`src/rtl/kwd_pkg.sv`:
```
package kwd_pkg;
  localparam logic [15:0] KEY_GO   = 16'hCCCC;
  localparam logic [15:0] KEY_FEED = 16'hAAAA;
  localparam logic [15:0] KEY_OPEN = 16'h5555;
  localparam logic [15:0] KEY_SHUT = 16'h0000;

  localparam logic [4:0] A_KEY  = 5'h00;
  localparam logic [4:0] A_PRE  = 5'h04;
  localparam logic [4:0] A_RLD  = 5'h08;
  localparam logic [4:0] A_STAT = 5'h0C;
  localparam logic [4:0] A_WIN  = 5'h10;
  localparam logic [4:0] A_EWI  = 5'h14;

  localparam int EWI_ACK_BIT = 14;
  localparam int EWI_EN_BIT  = 15;
endpackage

```
`src/rtl/kwd_keys.sv`:
```
module kwd_keys
  import kwd_pkg::*;
(
  input  logic        clk_i,
  input  logic        rst_ni,
  input  logic        key_we_i,
  input  logic [15:0] key_i,
  output logic        unlocked_o,
  output logic        start_o,
  output logic        feed_o,
  output logic        running_o
);
  logic unlocked_q, running_q;

  assign start_o    = key_we_i && (key_i == KEY_GO);
  assign feed_o     = key_we_i && (key_i == KEY_FEED);
  assign unlocked_o = unlocked_q;
  assign running_o  = running_q;

  always_ff @(posedge clk_i or negedge rst_ni) begin
    if (!rst_ni) begin
      unlocked_q <= 1'b0;
      running_q  <= 1'b0;
    end else if (key_we_i) begin
      case (key_i)
        KEY_OPEN: unlocked_q <= 1'b1;
        KEY_SHUT: unlocked_q <= 1'b0;
        KEY_GO:   running_q  <= 1'b1;
        KEY_FEED: ;
        default:  unlocked_q <= 1'b0;
      endcase
    end
  end


  run_sticky_chk: assert property (@(posedge clk_i) disable iff (!rst_ni)
    running_q |=> running_q);


  bad_key_chk: assert property (@(posedge clk_i) disable iff (!rst_ni)
    (key_we_i && key_i != KEY_OPEN && key_i != KEY_SHUT && key_i != KEY_GO &&
     key_i != KEY_FEED) |=> !unlocked_q);
endmodule

```
`src/rtl/kwd_posted.sv`:
```
module kwd_posted #(
  parameter int          W       = 12,
  parameter int          LAT     = 3,
  parameter logic [W-1:0] RST_VAL = '0
) (
  input  logic         clk_i,
  input  logic         rst_ni,
  input  logic         we_i,
  input  logic [W-1:0] d_i,
  output logic [W-1:0] pend_o,
  output logic [W-1:0] act_o,
  output logic         busy_o
);
  localparam int CW = $clog2(LAT + 1);

  logic [W-1:0]  pend_q, act_q;
  logic [CW-1:0] cnt_q;

  always_ff @(posedge clk_i or negedge rst_ni) begin
    if (!rst_ni) begin
      pend_q <= RST_VAL;
      act_q  <= RST_VAL;
      cnt_q  <= '0;
    end else if (we_i) begin
      pend_q <= d_i;
      cnt_q  <= CW'(LAT);
    end else if (cnt_q != '0) begin
      cnt_q <= cnt_q - CW'(1);
      if (cnt_q == CW'(1)) act_q <= pend_q;
    end
  end

  assign pend_o = pend_q;
  assign act_o  = act_q;
  assign busy_o = (cnt_q != '0);


  post_busy_chk: assert property (@(posedge clk_i) disable iff (!rst_ni)
    we_i |=> busy_o);


  post_idle_act_chk: assert property (@(posedge clk_i) disable iff (!rst_ni)
    (!busy_o && !we_i) |=> $stable(act_q));


  post_hold_chk: assert property (@(posedge clk_i) disable iff (!rst_ni)
    !we_i |=> $stable(pend_q));
endmodule

```
`src/rtl/kwd_core.sv`:
```
module kwd_core #(
  parameter int RLD_W    = 12,
  parameter int PRE_W    = 4,
  parameter int MAX_CODE = 6
) (
  input  logic             clk_i,
  input  logic             rst_ni,
  input  logic             running_i,
  input  logic             load_i,
  input  logic [PRE_W-1:0] pre_code_i,
  input  logic [RLD_W-1:0] rld_i,
  input  logic [RLD_W-1:0] cmp_i,
  input  logic             irq_en_i,
  input  logic             ack_i,
  output logic             rst_req_o,
  output logic             irq_o
);
  localparam int DIV_W = MAX_CODE + 2;

  logic [PRE_W-1:0] code_eff;
  logic [DIV_W-1:0] div_last, pcnt_q;
  logic [RLD_W-1:0] cnt_q;
  logic             tick, rst_req_q, irq_q, hit;

  // clamp to the largest ratio, then last = 2^(code+2)-1
  assign code_eff = (pre_code_i > PRE_W'(MAX_CODE)) ? PRE_W'(MAX_CODE) : pre_code_i;
  assign div_last = {DIV_W{1'b1}} >> (PRE_W'(MAX_CODE) - code_eff);
  assign tick     = running_i && !load_i && (pcnt_q >= div_last);
  assign hit      = tick && (cnt_q != '0) && ((cnt_q - RLD_W'(1)) == cmp_i);

  always_ff @(posedge clk_i or negedge rst_ni) begin
    if (!rst_ni) begin
      pcnt_q <= '0;
      cnt_q  <= '1;
    end else if (load_i) begin
      pcnt_q <= '0;
      cnt_q  <= rld_i;
    end else if (running_i) begin
      if (tick) begin
        pcnt_q <= '0;
        cnt_q  <= (cnt_q == '0) ? rld_i : cnt_q - RLD_W'(1);
      end else begin
        pcnt_q <= pcnt_q + DIV_W'(1);
      end
    end
  end

  always_ff @(posedge clk_i or negedge rst_ni) begin
    if (!rst_ni) begin
      rst_req_q <= 1'b0;
      irq_q     <= 1'b0;
    end else begin
      rst_req_q <= tick && (cnt_q == '0);
      if (irq_en_i && hit) irq_q <= 1'b1;
      else if (ack_i)      irq_q <= 1'b0;
    end
  end

  assign rst_req_o = rst_req_q;
  assign irq_o     = irq_q;


  req_pulse_chk: assert property (@(posedge clk_i) disable iff (!rst_ni)
    rst_req_q |=> !rst_req_q);


  idle_quiet_chk: assert property (@(posedge clk_i) disable iff (!rst_ni)
    !running_i |-> !rst_req_q);


  irq_hold_chk: assert property (@(posedge clk_i) disable iff (!rst_ni)
    (irq_q && !ack_i) |=> irq_q);


  irq_gate_chk: assert property (@(posedge clk_i) disable iff (!rst_ni)
    (!irq_q && !irq_en_i) |=> !irq_q);
endmodule

```
`src/rtl/key_wdog.sv`:
```
module key_wdog
  import kwd_pkg::*;
#(
  parameter int RLD_W        = 12,
  parameter int PRE_W        = 4,
  parameter int MAX_PRE_CODE = 6,
  parameter int UPD_LAT      = 3
) (
  input  logic        clk_i,
  input  logic        rst_ni,
  input  logic        reg_we_i,
  input  logic [4:0]  reg_addr_i,
  input  logic [15:0] reg_wdata_i,
  output logic [15:0] reg_rdata_o,
  output logic        rst_req_o,
  output logic        early_irq_o
);
  localparam logic [RLD_W-1:0] RLD_MAX = '1;

  logic             unlocked, start, feed, running;
  logic             pre_we, rld_we, ewi_we, ewi_ack;
  logic [PRE_W-1:0] pre_pend, pre_act;
  logic [RLD_W-1:0] rld_pend, rld_act, ewi_cmp_q;
  logic             pre_busy, rld_busy, ewi_en_q;

  assign pre_we  = reg_we_i && unlocked && (reg_addr_i == A_PRE);
  assign rld_we  = reg_we_i && unlocked && (reg_addr_i == A_RLD);
  assign ewi_we  = reg_we_i && unlocked && (reg_addr_i == A_EWI);
  assign ewi_ack = reg_we_i && (reg_addr_i == A_EWI) && reg_wdata_i[EWI_ACK_BIT];

  kwd_keys u_keys (
    .clk_i     (clk_i),
    .rst_ni    (rst_ni),
    .key_we_i  (reg_we_i && (reg_addr_i == A_KEY)),
    .key_i     (reg_wdata_i),
    .unlocked_o(unlocked),
    .start_o   (start),
    .feed_o    (feed),
    .running_o (running)
  );

  kwd_posted #(.W(PRE_W), .LAT(UPD_LAT), .RST_VAL('0)) u_pre (
    .clk_i (clk_i),
    .rst_ni(rst_ni),
    .we_i  (pre_we),
    .d_i   (reg_wdata_i[PRE_W-1:0]),
    .pend_o(pre_pend),
    .act_o (pre_act),
    .busy_o(pre_busy)
  );

  kwd_posted #(.W(RLD_W), .LAT(UPD_LAT), .RST_VAL(RLD_MAX)) u_rld (
    .clk_i (clk_i),
    .rst_ni(rst_ni),
    .we_i  (rld_we),
    .d_i   (reg_wdata_i[RLD_W-1:0]),
    .pend_o(rld_pend),
    .act_o (rld_act),
    .busy_o(rld_busy)
  );

  always_ff @(posedge clk_i or negedge rst_ni) begin
    if (!rst_ni) begin
      ewi_cmp_q <= '0;
      ewi_en_q  <= 1'b0;
    end else if (ewi_we) begin
      ewi_cmp_q <= reg_wdata_i[RLD_W-1:0];
      ewi_en_q  <= reg_wdata_i[EWI_EN_BIT];
    end
  end

  kwd_core #(.RLD_W(RLD_W), .PRE_W(PRE_W), .MAX_CODE(MAX_PRE_CODE)) u_core (
    .clk_i     (clk_i),
    .rst_ni    (rst_ni),
    .running_i (running),
    .load_i    (start || feed),
    .pre_code_i(pre_act),
    .rld_i     (rld_act),
    .cmp_i     (ewi_cmp_q),
    .irq_en_i  (ewi_en_q),
    .ack_i     (ewi_ack),
    .rst_req_o (rst_req_o),
    .irq_o     (early_irq_o)
  );

  always_comb begin
    case (reg_addr_i)
      A_PRE:   reg_rdata_o = 16'(pre_pend);
      A_RLD:   reg_rdata_o = 16'(rld_pend);
      A_STAT:  reg_rdata_o = {14'b0, rld_busy, pre_busy};
      A_WIN:   reg_rdata_o = 16'(RLD_MAX);
      A_EWI:   reg_rdata_o = {ewi_en_q, 15'(ewi_cmp_q)};
      default: reg_rdata_o = 16'h0000;
    endcase
  end


  ewi_lock_chk: assert property (@(posedge clk_i) disable iff (!rst_ni)
    (reg_we_i && reg_addr_i == A_EWI && !unlocked) |=> ($stable(ewi_cmp_q) && $stable(ewi_en_q)));


  ack_clear_chk: assert property (@(posedge clk_i) disable iff (!rst_ni)
    (ewi_ack && !(ewi_en_q && early_irq_o)) |=> !early_irq_o);
endmodule

```
`config.mk`:
```
export PLATFORM = sky130hd
export DESIGN_NAME = key_wdog
export DESIGN_NICKNAME = d
export VERILOG_FILES = /design/src/rtl/kwd_pkg.sv /design/src/rtl/kwd_keys.sv /design/src/rtl/kwd_posted.sv /design/src/rtl/kwd_core.sv /design/src/rtl/key_wdog.sv
export SDC_FILE = /design/constraint.sdc
export NUM_CORES = 1
export LEC_CHECK = 0
export ABC_CLOCK_PERIOD_IN_PS = 4000
export BUFFER_PORTS_ARGS = -buffer_cell sky130_fd_sc_hd__buf_2
export CAP_MARGIN = 40
export CORE_MARGIN = 2
export CORE_UTILIZATION = 60
export DETAILED_ROUTE_END_ITERATION = 10
export GPL_TIMING_DRIVEN = 0
export HOLD_SLACK_MARGIN = 0.15
export PLACE_DENSITY = 0.9
export SETUP_SLACK_MARGIN = 0.3
export SLEW_MARGIN = 10
export SYNTH_ARGS = -nofsm -noshare
export SYNTH_HDL_FRONTEND = slang
export SYNTH_SLANG_ARGS = --single-unit
```
`constraint.sdc`:
```
create_clock -name clk_i -period 4 [get_ports clk_i]
set_clock_uncertainty 0.2 [all_clocks]
set_input_delay 0.4 -clock clk_i [delete_from_list [all_inputs] [get_ports clk_i]]
set_output_delay 0.4 -clock clk_i [all_outputs]
set_load 0.005 [all_outputs]
```
Word-level counts from Yosys, hierarchy flattened. Index checks and enable logic that the tools add are counted.

Output and inout port bits: 18. Bits in registers: 73. Word-level logic and storage cells: 85.

Shifts and indexed selects: 1. Add/sub/neg operators: 5. Multiplexer cells: 16. Reductions and logical operators: 33. Bitwise operators: 3. Equality and inequality tests: 11. $lt $le $gt $ge: 2.

Operator list (count): $pmux W16 S5 (1); $mux W12 (4); $eq A16 B16 Y1 const B (2); $mux W8 (3); $eq A16 B15 Y1 const B (1); $logic_and A1 B1 Y1 (15); $reduce_bool A2 Y1 (7); $eq A12 B12 Y1 (1); $logic_not A12 Y1 (1); $reduce_bool A12 Y1 (1); $sub A12 B1 Y12 const B (1); $eq A5 B4 Y1 const B (2); $eq A5 B5 Y1 const B (2); $add A8 B1 Y8 const B (1); $ge A8 B8 Y1 (1); $mux W2 (4); $shr A8 B4 Y8 const A (1); $reduce_and A2 Y1 (3); $reduce_and A3 Y1 (2); $eq A5 B3 Y1 const B (1); $logic_not A5 Y1 (1); $eq A2 B1 Y1 const B (2); $gt A4 B3 Y1 const B (1); $mux W4 (1); 8 further kinds (12).

Logic depth before layout (Yosys ltp).
Depth in word-level cells: 11. Gate-level depth with buffers: 14. Depth with buffers taken out: 13.

Modules after synthesis. Synthesis repeated with hierarchy kept, for this count alone.

Cells, all modules: 424. Area total of the unflattened synthesis: 4518.1 um^2.

Modules (own cells, without submodules): kwd_core (seq. area each 565.5 um^2, instances 1, cells each 211, area each 1859.3 um^2); kwd_posted at u_rld (seq. area each 680.7 um^2, instances 1, cells each 64, area each 1068.5 um^2); key_wdog (seq. area each 325.3 um^2, instances 1, cells each 97, area each 924.6 um^2); kwd_posted at u_pre (seq. area each 250.2 um^2, instances 1, cells each 30, area each 441.7 um^2); kwd_keys (seq. area each 50.0 um^2, instances 1, cells each 22, area each 224.0 um^2).

Least setup slack after synthesis. OpenSTA, ideal clock, no wires.

Kind: register to register. From: register u_pre.act_q[1], in the netlist u_pre.act_o[1]. To: register u_core.pcnt_q[3]. Setup slack: 0.884 ns. Required time: 3.722 ns. Period minus slack after synthesis: 3.116 ns. Stages on the path, launching flop included: 12. Data arrival time: 2.839 ns. Buffers on the path: 0. Path through: dfrtp_1 > or2_2 > ha_1 > xnor2_1 > nor2_1 > ha_1 > a21oi_1 > o22ai_1 > o2111ai_1 > nand2_1 > or4_1 > a21oi_1.

Longest elaborated chain between the ends: 9.

RTL lines: start, declared (line kwd_posted.sv:16) `logic [W-1:0] pend_q, act_q;`; start signal, assigned (line kwd_posted.sv:29) `if (cnt_q == CW'(1)) act_q <= pend_q;`; $gt A4 B3 Y1 (line kwd_core.sv:26) `assign code_eff = (pre_code_i > PRE_W'(MAX_CODE)) ? PRE_W'(MAX_CODE) : pre_code_i;`; $mux W4 * (line kwd_core.sv:26); $sub A3 B4 Y4 * (line kwd_core.sv:27) `assign div_last = {DIV_W{1'b1}} >> (PRE_W'(MAX_CODE) - code_eff);`; $shr A8 B4 Y8 * (line kwd_core.sv:27); $ge A8 B8 Y1 * (line kwd_core.sv:28) `assign tick = running_i && !load_i && (pcnt_q >= div_last);`; $logic_and A1 B1 Y1 * (line kwd_core.sv:28); $mux W8 * (line kwd_core.sv:39) `if (tick) begin`; $mux W8 * (line kwd_core.sv:38) `end else if (running_i) begin`; $mux W8 * (line kwd_core.sv:35) `end else if (load_i) begin`; end signal, assigned (line kwd_core.sv:43) `pcnt_q <= pcnt_q + DIV_W'(1);`; end, declared (line kwd_core.sv:21) `logic [DIV_W-1:0] div_last, pcnt_q;`.

Every way passes the cells marked *; elsewhere a longest branch is shown, timed or not. The select of a mux whose other input is x is not followed. A chain may end at the register's enable or synchronous reset.

Final worst setup path.
From: register u_pre.act_q[1], in the netlist u_pre.act_o[1]. To: register u_core.cnt_q[9].

Longest elaborated chain between the ends: 8.

RTL lines: $gt A4 B3 Y1 (line kwd_core.sv:26); $mux W4 * (line kwd_core.sv:26); $sub A3 B4 Y4 * (line kwd_core.sv:27); $shr A8 B4 Y8 * (line kwd_core.sv:27); $ge A8 B8 Y1 * (line kwd_core.sv:28); $logic_and A1 B1 Y1 * (line kwd_core.sv:28); $reduce_bool A2 Y1 (no line) *; $reduce_and A2 Y1 (no line) *; end signal, assigned (line kwd_core.sv:37) `cnt_q <= rld_i;`; end signal, assigned (line kwd_core.sv:41) `cnt_q <= (cnt_q == '0) ? rld_i : cnt_q - RLD_W'(1);`; end, declared (line kwd_core.sv:22) `logic [RLD_W-1:0] cnt_q;`.

Every way passes the cells marked *; elsewhere a longest branch is shown, timed or not.

==> metrics.txt <==
area of the die=7967 sq um; Worst path most repeated cell=ha_1; count of input and output buffers=37; CORE AREA=just over 7000 sq um; synth unique cells=a little under 60; reg2reg start=u_pre.act_o[1]; Peak VDD IR=0.0004548 V; Post-Syn Area=4362 sq um; Seq/Total Area, Yosys=42.91%; Crit path largest cell delay=between 0.4 and 0.5 ns; antenna violations before repair=0; Final ANT Viol Nets=0; Final #Nets=530; cts bufs inserted=9; number of H-tree levels=3; first-pass GRT wire length=19,300 microns; ys async rst share=100.0%; initial DRC count=484; Slew HR=between 30% and 40%; post-synth top area share=21.69%; hold_sp=reg_wdata_i[2]; Wirelength per Cell=20.65 microns; Tightest Pin Transition=1.010 ns; root buffer cell=clkbuf_8; grt ovf=0; status=complete, no violations; total power=3.016 mW; Leakage=around 2.2 nW; Worst Hold Class=input port to flop; Reg area=1872 sq um; Synth Flop Type=dfrtp_1; Mapped Cells=approximately 430; Layout area overhead=15.63%; Placed Area=4716 sq um; CP delay by family, top=compound AO/OA/AOI/OAI gates; Vias=just under 4,000; Post-Syn Area per Cell=10.24 sq um; vias in the first global route=3,852; number of synthesized flops with an enable pin=0; number of top-level pins=42; worst path arrival time=around 3.6 ns; fin area=5044 sq um; critical path data required time=4.08 ns; share of post-route cells with drive strength above 1=33.60%; total clock sinks=73; post-synth top area cell=dfstp_2; Post-Route WL=12,240 microns; Ant. Diodes=0; startpoint types=flop; Routability Congestion=0.9859; multi-input logic area=2333 sq um; Syn. warnings=0; Pre-antenna DRT Iters=5; max_cap viols=0; DR vias/cell=6.531; CP Capture Type=flop; Die Ht=89.26 microns; min Tclk post-route=3.489 ns; All-Layer GR Usage=roughly 32%; flops & latches, synth=73; Slew Viols, Final=0; fillers=482; final hold viol count=0; CTS tree=yes; Detailed Place HPWL=7848 microns; synth top area cells=dfstp_2, dfrtp_1, mux2_2, ha_1, a21oi_1; Longest Clk Path Bufs=2; row cnt=31; max frequency=286.6 MHz; Tcrit/Tclk final=87.22%; DIE WIDTH=89.26 microns; RSZ-0062 raised after global routing=no; Buf/Inv on CP=0; final setup TNS=0 ns; Initial Utilization=61.12%; pwr/cell area=598.0 nW/um^2; Final Util=approximately 71%; clock-pin slew on the worst setup and hold paths=approximately 0.09 ns; slowest cell on the critical path=o21ai_2; worst setup path class=flop to flop; crit path launch=u_pre.act_o[1]; worst path cell trace=or2_2 -> ha_1 -> xnor2_2 -> nand2b_1 -> ha_1 -> a21o_1 -> a21oi_1 -> nor2_1 -> o21ai_2 -> o22ai_1 -> a2bb2oi_1; critical path peak fanout=7; largest net degree at the start of global routing=65; clk_lat worst skew=0.35 ns; final setup fails=0; drt drc=0
-- worst paths after layout --
kind                       slack (ns)  cells after the start              end
hold / removal                   0.17                      2  u_rld.pend_o[2]
setup reg to reg                 0.51                     11  u_core.cnt_q[9]
hold reg to reg                  0.31                      2   u_pre.cnt_q[1]
min in group asynchronous        0.23                      2     ewi_cmp_q[8]
max in group asynchronous        2.78                      3   u_rld.act_o[0]
setup / recovery                 0.51                     11  u_core.cnt_q[9]
-- stage by stage --
stage | setup WS, ns | instances | hold WS, ns
finish | 0.5112 | 593 | 0.1700
global route | 0.3436 | 593 | 0.1665
CTS | 0.3309 | 592 | 0.1671
detailed placement | 0.3708 | 566 | 0.04138
global placement | 0.4419 | 564 | 0.2641
floorplan | 0.8836 | 428 | -0.09559
-- final cells by class --
class | instances | area share (%)
multi-input cells | 316 | 46.27
inverters | 17 | 1.265
well taps | 99 | 2.456
plain buffers | 22 | 2.406
clock buffers | 9 | 2.456
flip-flops and latches | 73 | 37.11
clock inverters | 7 | 1.538
repair buffers | 50 | 6.500
-- report_power, final --
| group | internal, mW | switching [mW] | total (mW) |
|---|---|---|---|
| Sequential | 0.998 | 0.203 | 1.20 |
| Combinational | 0.558 | 0.647 | 1.21 |
| Clock | 0.295 | 0.315 | 0.609 |
| Total | 1.85 | 1.17 | 3.02 |
-- cell families after synthesis --
kind of cell	count (synthesis)	synth area share, %
buffers and inverters	39	4.217
other	1	0.08598
multiplexers	50	12.77
flip-flops	73	42.91
XOR/XNOR	21	4.217
AND/OR/NAND/NOR	126	16.52
AO/OA/AOI/OAI	99	14.40
adder cells (fa/ha/maj)	17	4.877
-- layer usage --
metal	part of all wire [%]	GRT usage, %	vias up	wire (microns)
met3	7.2	4.340	65	879
li1	-	-	1681	-
met1	38	39.66	1874	4636
met2	51	56.57	253	6211
met5	0	0	-	0
met4	4.2	15.60	0	516
-- Yosys cell counts (3+ instances only) --
library cell  count
mux2_2           45
dfrtp_1          37
dfstp_2          36
nand2_1          34
a21oi_1          32
nor2_1           25
o21ai_0          21
ha_1             17
inv_1            17
clkbuf_1         13
xor2_1           12
o22ai_1          11
a2bb2oi_1        10
xnor2_1           9
nand2b_1          7
nand3_1           7
nand4_1           7
nor3_1            6
mux2i_1           5
nor4bb_1          5
or4_4             4
a21o_1            3
a22oi_1           3
a31oi_1           3
and3_1            3
buf_4             3
buf_6             3
nand3b_1          3
nor2b_1           3
nor4_1            3
o21a_1            3
or2_2             3
-- worst reg2reg max path: stages (launching register included) --
cell	delay, ns
dfrtp_1	0.40
or2_2	0.33
ha_1	0.23
xnor2_2	0.31
nand2b_1	0.10
ha_1	0.33
a21o_1	0.17
a21oi_1	0.36
nor2_1	0.16
o21ai_2	0.42
o22ai_1	0.18
a2bb2oi_1	0.23
-- timing repair --
action | in CTS | in global routing
endpoints found under the hold margin | 59 | 0
buffers inserted | 0 | 0
hold buffers | 10 | 0
pin swaps | 0 | 0
resized for setup | 1 | 5
setup endpoints to repair | 1 | 13
-- sequential cells by signal, indices dropped and copies added (netlist names) --
name / cells
u_pre.cnt_q: 2
u_core.cnt_q: 12
u_rld.cnt_q: 2
u_pre.pend_o: 4
u_keys.running_o: 1
ewi_en_q: 1
u_core.pcnt_q: 8
u_core.irq_o: 1
u_pre.act_o: 4
ewi_cmp_q: 12
u_keys.unlocked_o: 1
u_core.rst_req_o: 1
u_rld.act_o: 12
u_rld.pend_o: 12
-- placed cells by master (no fill, tap or decap), types with 4 or more instances in the layout --
cell type,count
clkbuf_1,12
nand3_1,7
nor2_1,24
xor2_1,12
dfstp_2,36
nand2b_1,7
o22ai_1,11
a2bb2oi_1,10
nor4bb_1,5
buf_2,38
mux2_2,45
mux2i_1,5
xnor2_1,8
clkbuf_8,9
dfrtp_1,37
nand2_1,34
or4_4,4
ha_1,17
a21oi_1,32
inv_1,17
nor3_1,6
o21ai_0,21
nand4_1,7
dlygate4sd3_1,10
buf_4,5
Power figures use the tool's default switching activity.
